===== src/rtl/pair_pkg.sv =====
package pair_pkg;
   localparam int CLS_W = 4;

   typedef enum logic [CLS_W-1:0] {
      CL_FPOP = 4'd0,
      CL_MEM  = 4'd1,
      CL_ALU  = 4'd2,
      CL_SHX  = 4'd3,
      CL_NULF = 4'd4,
      CL_JIND = 4'd5,
      CL_JMP  = 4'd6,
      CL_FCHK = 4'd7,
      CL_SYS  = 4'd8
   } cls_e;

   typedef enum logic [2:0] {
      RS_NONE  = 3'd0,
      RS_CTX   = 3'd1,
      RS_CLASS = 3'd2,
      RS_DEP   = 3'd3,
      RS_FPDW  = 3'd4,
      RS_CARRY = 3'd5
   } reason_e;
endpackage


===== src/rtl/pair_class_matrix.sv =====
module pair_class_matrix
   import pair_pkg::*;
(
   input  logic [CLS_W-1:0] cls0,
   input  logic [CLS_W-1:0] cls1,
   input  logic             may_nul0,
   output logic             cls_ok
);
   localparam int NCODE = 1 << CLS_W;

   function automatic logic [NCODE-1:0] bit_of(input cls_e c);
      bit_of = '0;
      bit_of[c] = 1'b1;
   endfunction

   function automatic logic [NCODE-1:0] allowed_second(input logic [CLS_W-1:0] first);
      case (first)
         CL_FPOP: allowed_second = bit_of(CL_MEM) | bit_of(CL_ALU) | bit_of(CL_SHX) |
                                   bit_of(CL_NULF) | bit_of(CL_JIND) | bit_of(CL_JMP);
         CL_MEM:  allowed_second = bit_of(CL_FPOP) | bit_of(CL_ALU) | bit_of(CL_SHX) |
                                   bit_of(CL_NULF) | bit_of(CL_JMP);
         CL_ALU:  allowed_second = bit_of(CL_FPOP) | bit_of(CL_MEM) | bit_of(CL_ALU) |
                                   bit_of(CL_SHX) | bit_of(CL_NULF) | bit_of(CL_JMP) |
                                   bit_of(CL_FCHK);
         CL_SHX:  allowed_second = bit_of(CL_FPOP) | bit_of(CL_MEM) | bit_of(CL_ALU) |
                                   bit_of(CL_FCHK);
         CL_NULF: allowed_second = bit_of(CL_FPOP);
         default: allowed_second = '0;
      endcase
   endfunction

   logic [NCODE-1:0] row;
   logic             nul_ok;

   assign row    = allowed_second(cls0);
   assign nul_ok = !may_nul0 || (cls1 == CL_FPOP);
   assign cls_ok = row[cls1] && nul_ok;
endmodule


===== src/rtl/pair_reg_hazard.sv =====
module pair_reg_hazard
   import pair_pkg::*;
#(
   parameter int REG_W = 5
) (
   input  logic [CLS_W-1:0] cls0,
   input  logic [CLS_W-1:0] cls1,
   input  logic             store0,
   input  logic             store1,
   input  logic [REG_W+2:0] dst0,
   input  logic [REG_W+2:0] srca0,
   input  logic [REG_W+2:0] srcb0,
   input  logic [REG_W+2:0] dst1,
   input  logic [REG_W+2:0] srca1,
   input  logic [REG_W+2:0] srcb1,
   output logic             dep,
   output logic             fpdw
);
   localparam int OPW  = REG_W + 3;
   localparam int V_B  = REG_W + 2;
   localparam int FP_B = REG_W + 1;
   localparam int H_B  = REG_W;
   localparam int NSRC = 2;

   function automatic logic reg_hit(input logic [OPW-1:0] d, input logic [OPW-1:0] s);
      reg_hit = d[V_B] && s[V_B] && (d[REG_W-1:0] != '0) &&
                (d[FP_B] == s[FP_B]) && (d[REG_W-1:0] == s[REG_W-1:0]) &&
                (!d[FP_B] || (d[H_B] == s[H_B]));
   endfunction

   function automatic logic half_clash(input logic [OPW-1:0] ld, input logic [OPW-1:0] s);
      half_clash = ld[V_B] && s[V_B] && ld[FP_B] && s[FP_B] &&
                   (ld[REG_W-1:0] != '0) && (ld[REG_W-1:0] == s[REG_W-1:0]) &&
                   (ld[H_B] != s[H_B]);
   endfunction

   logic [OPW-1:0] src0 [NSRC];
   logic [OPW-1:0] src1 [NSRC];
   logic [NSRC-1:0] raw_hit, clash_fwd, clash_bwd;

   assign src0[0] = srca0;
   assign src0[1] = srcb0;
   assign src1[0] = srca1;
   assign src1[1] = srcb1;

   for (genvar i = 0; i < NSRC; i++) begin : g_src
      assign raw_hit[i]   = reg_hit(dst0, src1[i]);
      assign clash_fwd[i] = half_clash(dst0, src1[i]);
      assign clash_bwd[i] = half_clash(dst1, src0[i]);
   end

   logic flop0, flop1, fld0, fld1, st_excuse, same_tgt;

   assign flop0 = (cls0 == CL_FPOP);
   assign flop1 = (cls1 == CL_FPOP);
   assign fld0  = (cls0 == CL_MEM) && !store0 && dst0[FP_B];
   assign fld1  = (cls1 == CL_MEM) && !store1 && dst1[FP_B];

   assign st_excuse = flop0 && (cls1 == CL_MEM) && store1 && srcb1[FP_B];
   assign dep = raw_hit[0] || (raw_hit[1] && !st_excuse);

   assign same_tgt = dst0[V_B] && dst1[V_B] && dst0[FP_B] && dst1[FP_B] &&
                     (dst0[REG_W-1:0] != '0) && (dst0[H_B] == dst1[H_B]) &&
                     (dst0[REG_W-1:0] == dst1[REG_W-1:0]);

   assign fpdw = (fld0 && flop1 && (|clash_fwd)) ||
                 (flop0 && fld1 && (|clash_bwd)) ||
                 (((fld0 && flop1) || (flop0 && fld1)) && same_tgt);
endmodule


===== src/rtl/pair_side_check.sv =====
module pair_side_check (
   input  logic odd0,
   input  logic dslot0,
   input  logic dslot1,
   input  logic tgt1,
   input  logic cb_set0,
   input  logic cb_use0,
   input  logic cb_set1,
   input  logic cb_use1,
   output logic ctx_blk,
   output logic cb_blk
);
   assign ctx_blk = odd0 || dslot0 || dslot1 || tgt1;
   assign cb_blk  = (cb_set0 && cb_use1) || (cb_set1 && cb_use0);
endmodule


===== src/rtl/pair_gate.sv =====
module pair_gate
   import pair_pkg::*;
#(
   parameter int REG_W   = 5,
   parameter bit REG_OUT = 1'b1
) (
   input  logic             clk,
   input  logic             rst,
   input  logic [3:0]       s0_cls,
   input  logic [REG_W+2:0] s0_dst,
   input  logic [REG_W+2:0] s0_srca,
   input  logic [REG_W+2:0] s0_srcb,
   input  logic             s0_store,
   input  logic             s0_cb_set,
   input  logic             s0_cb_use,
   input  logic             s0_may_nul,
   input  logic             s0_odd,
   input  logic             s0_dslot,
   input  logic [3:0]       s1_cls,
   input  logic [REG_W+2:0] s1_dst,
   input  logic [REG_W+2:0] s1_srca,
   input  logic [REG_W+2:0] s1_srcb,
   input  logic             s1_store,
   input  logic             s1_cb_set,
   input  logic             s1_cb_use,
   input  logic             s1_dslot,
   input  logic             s1_tgt,
   output logic             pair_ok,
   output logic [2:0]       why
);
   if (REG_W < 1 || REG_W > 16) begin : g_bad_reg_w
      initial $fatal(1, "pair_gate: REG_W must lie in 1..16");
   end
   if (CLS_W != 4) begin : g_bad_cls_w
      initial $fatal(1, "pair_gate: class code width must be 4");
   end

   logic ctx_blk, cls_ok, dep, fpdw, cb_blk;
   reason_e why_c;

   pair_side_check u_side (
      .odd0(s0_odd), .dslot0(s0_dslot), .dslot1(s1_dslot), .tgt1(s1_tgt),
      .cb_set0(s0_cb_set), .cb_use0(s0_cb_use),
      .cb_set1(s1_cb_set), .cb_use1(s1_cb_use),
      .ctx_blk(ctx_blk), .cb_blk(cb_blk)
   );

   pair_class_matrix u_cls (
      .cls0(s0_cls), .cls1(s1_cls), .may_nul0(s0_may_nul), .cls_ok(cls_ok)
   );

   pair_reg_hazard #(.REG_W(REG_W)) u_haz (
      .cls0(s0_cls), .cls1(s1_cls), .store0(s0_store), .store1(s1_store),
      .dst0(s0_dst), .srca0(s0_srca), .srcb0(s0_srcb),
      .dst1(s1_dst), .srca1(s1_srca), .srcb1(s1_srcb),
      .dep(dep), .fpdw(fpdw)
   );

   always_comb begin
      if (ctx_blk)      why_c = RS_CTX;
      else if (!cls_ok) why_c = RS_CLASS;
      else if (dep)     why_c = RS_DEP;
      else if (fpdw)    why_c = RS_FPDW;
      else if (cb_blk)  why_c = RS_CARRY;
      else              why_c = RS_NONE;
   end

   if (REG_OUT) begin : g_reg
      always_ff @(posedge clk) begin
         if (rst) begin
            pair_ok <= 1'b0;
            why     <= RS_NONE;
         end else begin
            pair_ok <= (why_c == RS_NONE);
            why     <= why_c;
         end
      end
   end else begin : g_comb
      logic unused_clk;
      assign unused_clk = clk;
      assign pair_ok = !rst && (why_c == RS_NONE);
      assign why     = rst ? RS_NONE : why_c;
   end
endmodule


===== config.mk =====
export PLATFORM = sky130hd
export DESIGN_NAME = pair_gate
export DESIGN_NICKNAME = d
export VERILOG_FILES = /design/src/rtl/pair_pkg.sv /design/src/rtl/pair_class_matrix.sv /design/src/rtl/pair_reg_hazard.sv /design/src/rtl/pair_side_check.sv /design/src/rtl/pair_gate.sv
export SDC_FILE = /design/constraint.sdc
export NUM_CORES = 1
export LEC_CHECK = 0
export BUFFER_PORTS_ARGS = -buffer_cell sky130_fd_sc_hd__buf_2
export CAP_MARGIN = 20
export CORE_ASPECT_RATIO = 0.9
export CORE_MARGIN = 10
export CORE_UTILIZATION = 40
export CTS_CLUSTER_SIZE = 14
export DETAILED_ROUTE_END_ITERATION = 7
export GPL_ROUTABILITY_DRIVEN = 0
export PLACE_DENSITY = 0.86
export SYNTH_ARGS = -nofsm -noshare
export SYNTH_HDL_FRONTEND = slang
export SYNTH_SLANG_ARGS = --single-unit

===== constraint.sdc =====
create_clock -name clk -period 5.2 [get_ports clk]
set_input_delay 0.78 -clock clk [delete_from_list [all_inputs] [get_ports clk]]
set_output_delay 0.78 -clock clk [all_outputs]
set_load 0.05 [all_outputs]

Word-level counts from Yosys, hierarchy flattened
Cells that the tools add are included.
{ "word_totals": {"register_bits": 4, "input_bits": 69, "word_cells": 107} }
{ "op_classes": {"reduce_logical": 77, "magnitude_cmp": 1, "eq_ne": 19, "n_mux": 8} }
{ "op_table": {"columns": ["op", "n"], "rows": [
  ["1-bit logical AND", 54],
  ["8-bit one-hot mux with 5 select lines", 1],
  ["5-bit == test", 5],
  ["3-bit 2-to-1 mux", 5],
  ["1-bit logical OR", 11],
  ["5-bit nonzero test", 2],
  ["4-bit by 1-bit == test with 1-bit output (second input constant)", 2],
  ["4-bit by 2-bit == test with 1-bit output (second input constant)", 2],
  ["4-bit logical NOT", 2],
  ["1-bit == test", 5],
  ["1-bit logical NOT", 5],
  ["4-bit by 5-bit < comparator with 1-bit output (second input constant)", 1],
  ["1-bit binary-select mux with 4-bit select", 1],
  ["4-bit by 3-bit == test with 1-bit output (second input constant)", 1],
  ["1-bit != test", 4],
  ["2-bit OR reduction", 2],
  ["3-bit logical NOT", 1],
  ["1-bit 2-to-1 mux", 1]
]} }

Longest topological paths before layout
{ "depth": {"ltp_word": 15, "mapped_depth": 7} }

Modules after synthesis
A second synthesis with hierarchy kept.
{ "hier_totals": {"cells_unflattened": 101, "area_unflattened_um2": 764.5} }
{ "by_module_without_submodules": {"columns": ["module", "n_inst", "area_per_inst_um2", "cells_per_inst", "seq_area_each_um2"], "rows": [
  ["pair_reg_hazard", 1, 510.5, 71, 0.0],
  ["pair_gate", 1, 140.1, 14, 80.1],
  ["pair_class_matrix", 1, 97.6, 14, 0.0],
  ["pair_side_check", 1, 16.3, 2, 0.0]
]} }

Least setup slack after synthesis
Ideal clock, no wire load.
{ "synth_timing": {"path_type": "in2reg", "from": "input port s1_cls[0]", "to": "register pair_ok", "setup_slack_ps": 3024, "t_arrival_ps": 2114, "setup_time_ps": 61, "required_ps": 5139, "path_stages": 7, "cell_sequence": "buf_2 > and3_1 > a32o_1 > a211o_1 > a211oi_2 > nand2_1 > and4b_1"} }
{ "synth_between": {"elab_chain_len": 12, "elab_cells_between_ends": 27, "cone_classes": "eq/ne (1); mux (6); reduce/logical (20)"} }
{ "synth_lines": {"columns": ["element", "line_no", "text"], "rows": [
  ["start, declared", "pair_gate.sv:19", "input logic [3:0] s1_cls,"],
  ["4-bit by 1-bit == test with 1-bit output", "pair_reg_hazard.sv:57, pair_reg_hazard.sv:59", null],
  ["1-bit logical AND (2 in a row)", "pair_reg_hazard.sv:57", "assign fld1 = (cls1 == CL_MEM) && !store1 && dst1[FP_B];"],
  ["1-bit logical AND", "pair_reg_hazard.sv:67, pair_reg_hazard.sv:68", null],
  ["1-bit logical AND or 1-bit logical OR (tied branches)", "pair_reg_hazard.sv:67, pair_reg_hazard.sv:68", null],
  ["1-bit logical OR or 1-bit logical AND (tied branches)", "pair_reg_hazard.sv:66, pair_reg_hazard.sv:68", null],
  ["1-bit logical OR", "pair_reg_hazard.sv:67", "(flop0 && fld1 && (|clash_bwd)) ||"],
  ["3-bit 2-to-1 mux", "pair_gate.sv:63", "else if (fpdw) why_c = RS_FPDW;"],
  ["3-bit 2-to-1 mux", "pair_gate.sv:62", "else if (dep) why_c = RS_DEP;"],
  ["3-bit 2-to-1 mux (*)", "pair_gate.sv:61", "else if (!cls_ok) why_c = RS_CLASS;"],
  ["3-bit 2-to-1 mux (*)", "pair_gate.sv:60", "if (ctx_blk) why_c = RS_CTX;"],
  ["3-bit logical NOT (*)", "pair_gate.sv:74", "pair_ok <= (why_c == RS_NONE);"],
  ["end signal, assigned", "pair_gate.sv:74", null],
  ["end, declared", "pair_gate.sv:28", "output logic pair_ok,"]
]} }
Mark *: on every way between the ends. The rest lies on a longest branch, timed or not. The select of a mux whose other input is x is not followed.
A chain may end at the register's enable or synchronous reset.

Worst setup path after layout
{ "layout_timing": {"from": "input port s0_cls[1]", "to": "register pair_ok"} }
{ "layout_between": {"elab_chain_len": 12, "elab_cells_between_ends": 30, "cone_classes": "eq/ne (4); mux (7); reduce/logical (19)"} }
{ "layout_lines": {"columns": ["element", "line_no", "text"], "rows": [
  ["start, declared", "pair_gate.sv:9", "input logic [3:0] s0_cls,"],
  ["branches (longest 9 deep; another with 8-bit one-hot mux with 5 select lines)", null, null],
  ["3-bit 2-to-1 mux (*)", "pair_gate.sv:61", null],
  ["3-bit 2-to-1 mux (*)", "pair_gate.sv:60", null],
  ["3-bit logical NOT (*)", "pair_gate.sv:74", null]
]} }
Mark *: on every way between the ends. The select of a mux whose other input is x is not followed.

==> results.toml <==
[yosys]
synth_seq_cells = 4
syn_nets = 174
synth_area_um2 = 815
synth.distinct_cells = 38
yosysTopAreaCellShare = 0.183
synth_area_leader_cell = "xnor2_1"
yosysSeqAreaShare = 0.0983
synth_area_per_cell_um2 = 7.76
synth_cells = 105
yosysWarnings = 0
synthTopCellsByArea = "xnor2_1 (18%), xor2_1 (16%), dfxtp_1 (9.8%)"

[final_layout]
layout_common_cells = "buf_2 (72), xnor2_1 (17), xor2_1 (15)"
final_util = 0.630
antenna_cells = 0
layout_commonest_cell = "buf_2"
area_growth_pct = 49.6
nets = 249
drive_gt1_frac = 0.449

[global_routing]
antenna_found_initial = 0
grt_max_degree = 10
met1_usage = 0.156
met2_usage = 0.227
grt_pass1_vias = 1161
gr-usage-all-layers = 0.141
met3_usage = 0.0502
grt_pass1_wl_um = 4920
grt_overflow_total = 0
gr-max-usage-layer = "met2"

[route]
wire_per_inst_um = 15.2
wirelength_um = 3080
vias = 1073
dr.pass1.iters = 4
viasPerCell = 5.29
drtIter0Drc = 36
ant_nets = 0
drc = 0

[setup_path]
cp-end-kind = "register"
critPathKind = "input pin to register"
path_cells = "buf_2 -> nor4_1 -> and3_1 -> a311oi_1 -> a211oi_2 -> nand2_1 -> and4b_1"
startpoint_type = "input pin"
cp.required_ns = 5.38
crit_fanout = 4
cpMaxStageDelayCell = "nor4_1"
max_stage_delay_ns = 0.48
critical_path_arrival_ns = 2.36

[timing]
setup_tns_ns = 0
fin_crit_ns = 2.17
drv_slew = 0
clock.fmax_mhz = 460
tightestPinTransition_ns = 0.566
fin_crit_sh = 0.418
max_slew_margin = 0.622
rsz0062_at_grt = "no"
whs_ns = 0.774
hold_viol_final = 0
setup_viol = 0

[die]
io_pins = 73
initial_core_util = 0.421
die-area_um2 = 4240
die_y_um = 62.8
coreArea_um2 = 1930
rows = 15
fp.dieW_um = 67.6

[run_status]
status = "finished, final reports clean"

[cts]
tritoncts = "done"
cts_buffers = 3
hold_buffers = 0
clk_pin_slew_ns = 0.04
cts-resized-gates = 0
cts_max_level = 1
clockBufferDepth = 2
post_cts_buffers = 0
cts_root_buf = "clkbuf_4"
clock_sinks = 4

[min_path]
hp-class = "input pin to register"

[pwr]
peakVddDrop_uv = 69.5
finalPower_mw = 0.149
power.leakage_nw = 0.540
p_per_area_nw_per_um2 = 122

[placed_design]
port-buffer-count = 72
dpl.hpwl_um = 2800

[flow_run]
cap_violations = 0
==> kinds of logic after synthesis <==
logic type,count (synthesis),synth area share
buffers and inverters,2,0.0123
AO/OA/AOI/OAI,22,0.217
AND/OR/NAND/NOR,45,0.329
XOR/XNOR,32,0.344
flip-flops,4,0.0983
==> metal layers <==
metal	up-vias	wire, um
met5	-	0
met4	0	17
met3	2	411
met2	57	1480
met1	465	1180
li1	549	-
==> final cells by class <==
type	instances	area, um2
repair buffers	72	360
fillers	181	714
multi-input cells	99	724
well taps	25	31.3
clock buffers	3	22.5
flip-flops and latches	4	80.1
==> path summary, 6_finish.rpt <==
path  startpoint            endpoint  cells past startpoint
min          rst   why[1]$_SDFF_PP0_                      2
max    s0_cls[1]  pair_ok$_SDFF_PP0_                      7
==> sequential cells by signal, summed over array words and instances, names as in the netlist <==
signal   cells
why          3
pair_ok      1
==> critical path: cells and delay by family <==
kind,cells,cell delay (ns)
AO/OA/AOI/OAI,2,0.37
buffers and inverters,1,0.12
AND/OR/NAND/NOR,4,1.09
==> synthesized netlist by cell type <==
cell,n
buf_2,1
or4_1,3
o2111ai_1,1
a211oi_2,2
nor4bb_1,1
a21o_1,1
nor4_1,2
or2_1,1
nand2b_1,1
o311ai_1,1
or4_4,1
a31oi_1,2
a22oi_1,1
nand4b_1,1
o21ai_0,3
a311oi_1,1
clkbuf_2,1
nand2_1,6
xnor2_1,17
nor4_2,1
o21bai_1,2
a211o_1,1
a21oi_1,2
and4b_1,1
a32o_1,1
nor4b_1,1
nor3_1,7
o31ai_1,1
and3_1,2
xor2_1,15
nor2b_1,2
nand4_1,7
a2111oi_1,1
o21ai_1,1
dfxtp_1,4
nand3_1,2
nor2_1,6
o21ai_4,1
==> per-stage QoR <==
stage          instances  setup slack, ns  instance area (um2)
2_1_floorplan        105             3.02                  815
4_1_cts              203             3.05                 1220
3_3_place_gp         200             2.86                 1200
5_1_grt              203             2.93                 1220
3_5_place_dp         200             2.79                 1200
6_report             203             3.03                 1220
==> power by group <==
group / internal [mW] / switching (mW) / leakage, nW
sequential: 0.0315 / 0.000134 / 0.0326
clock: 0.0259 / 0.0135 / 0.0138
combinational: 0.0392 / 0.0385 / 0.494
total: 0.0965 / 0.0521 / 0.540
No activity file was read; power rests on OpenSTA's default activity.
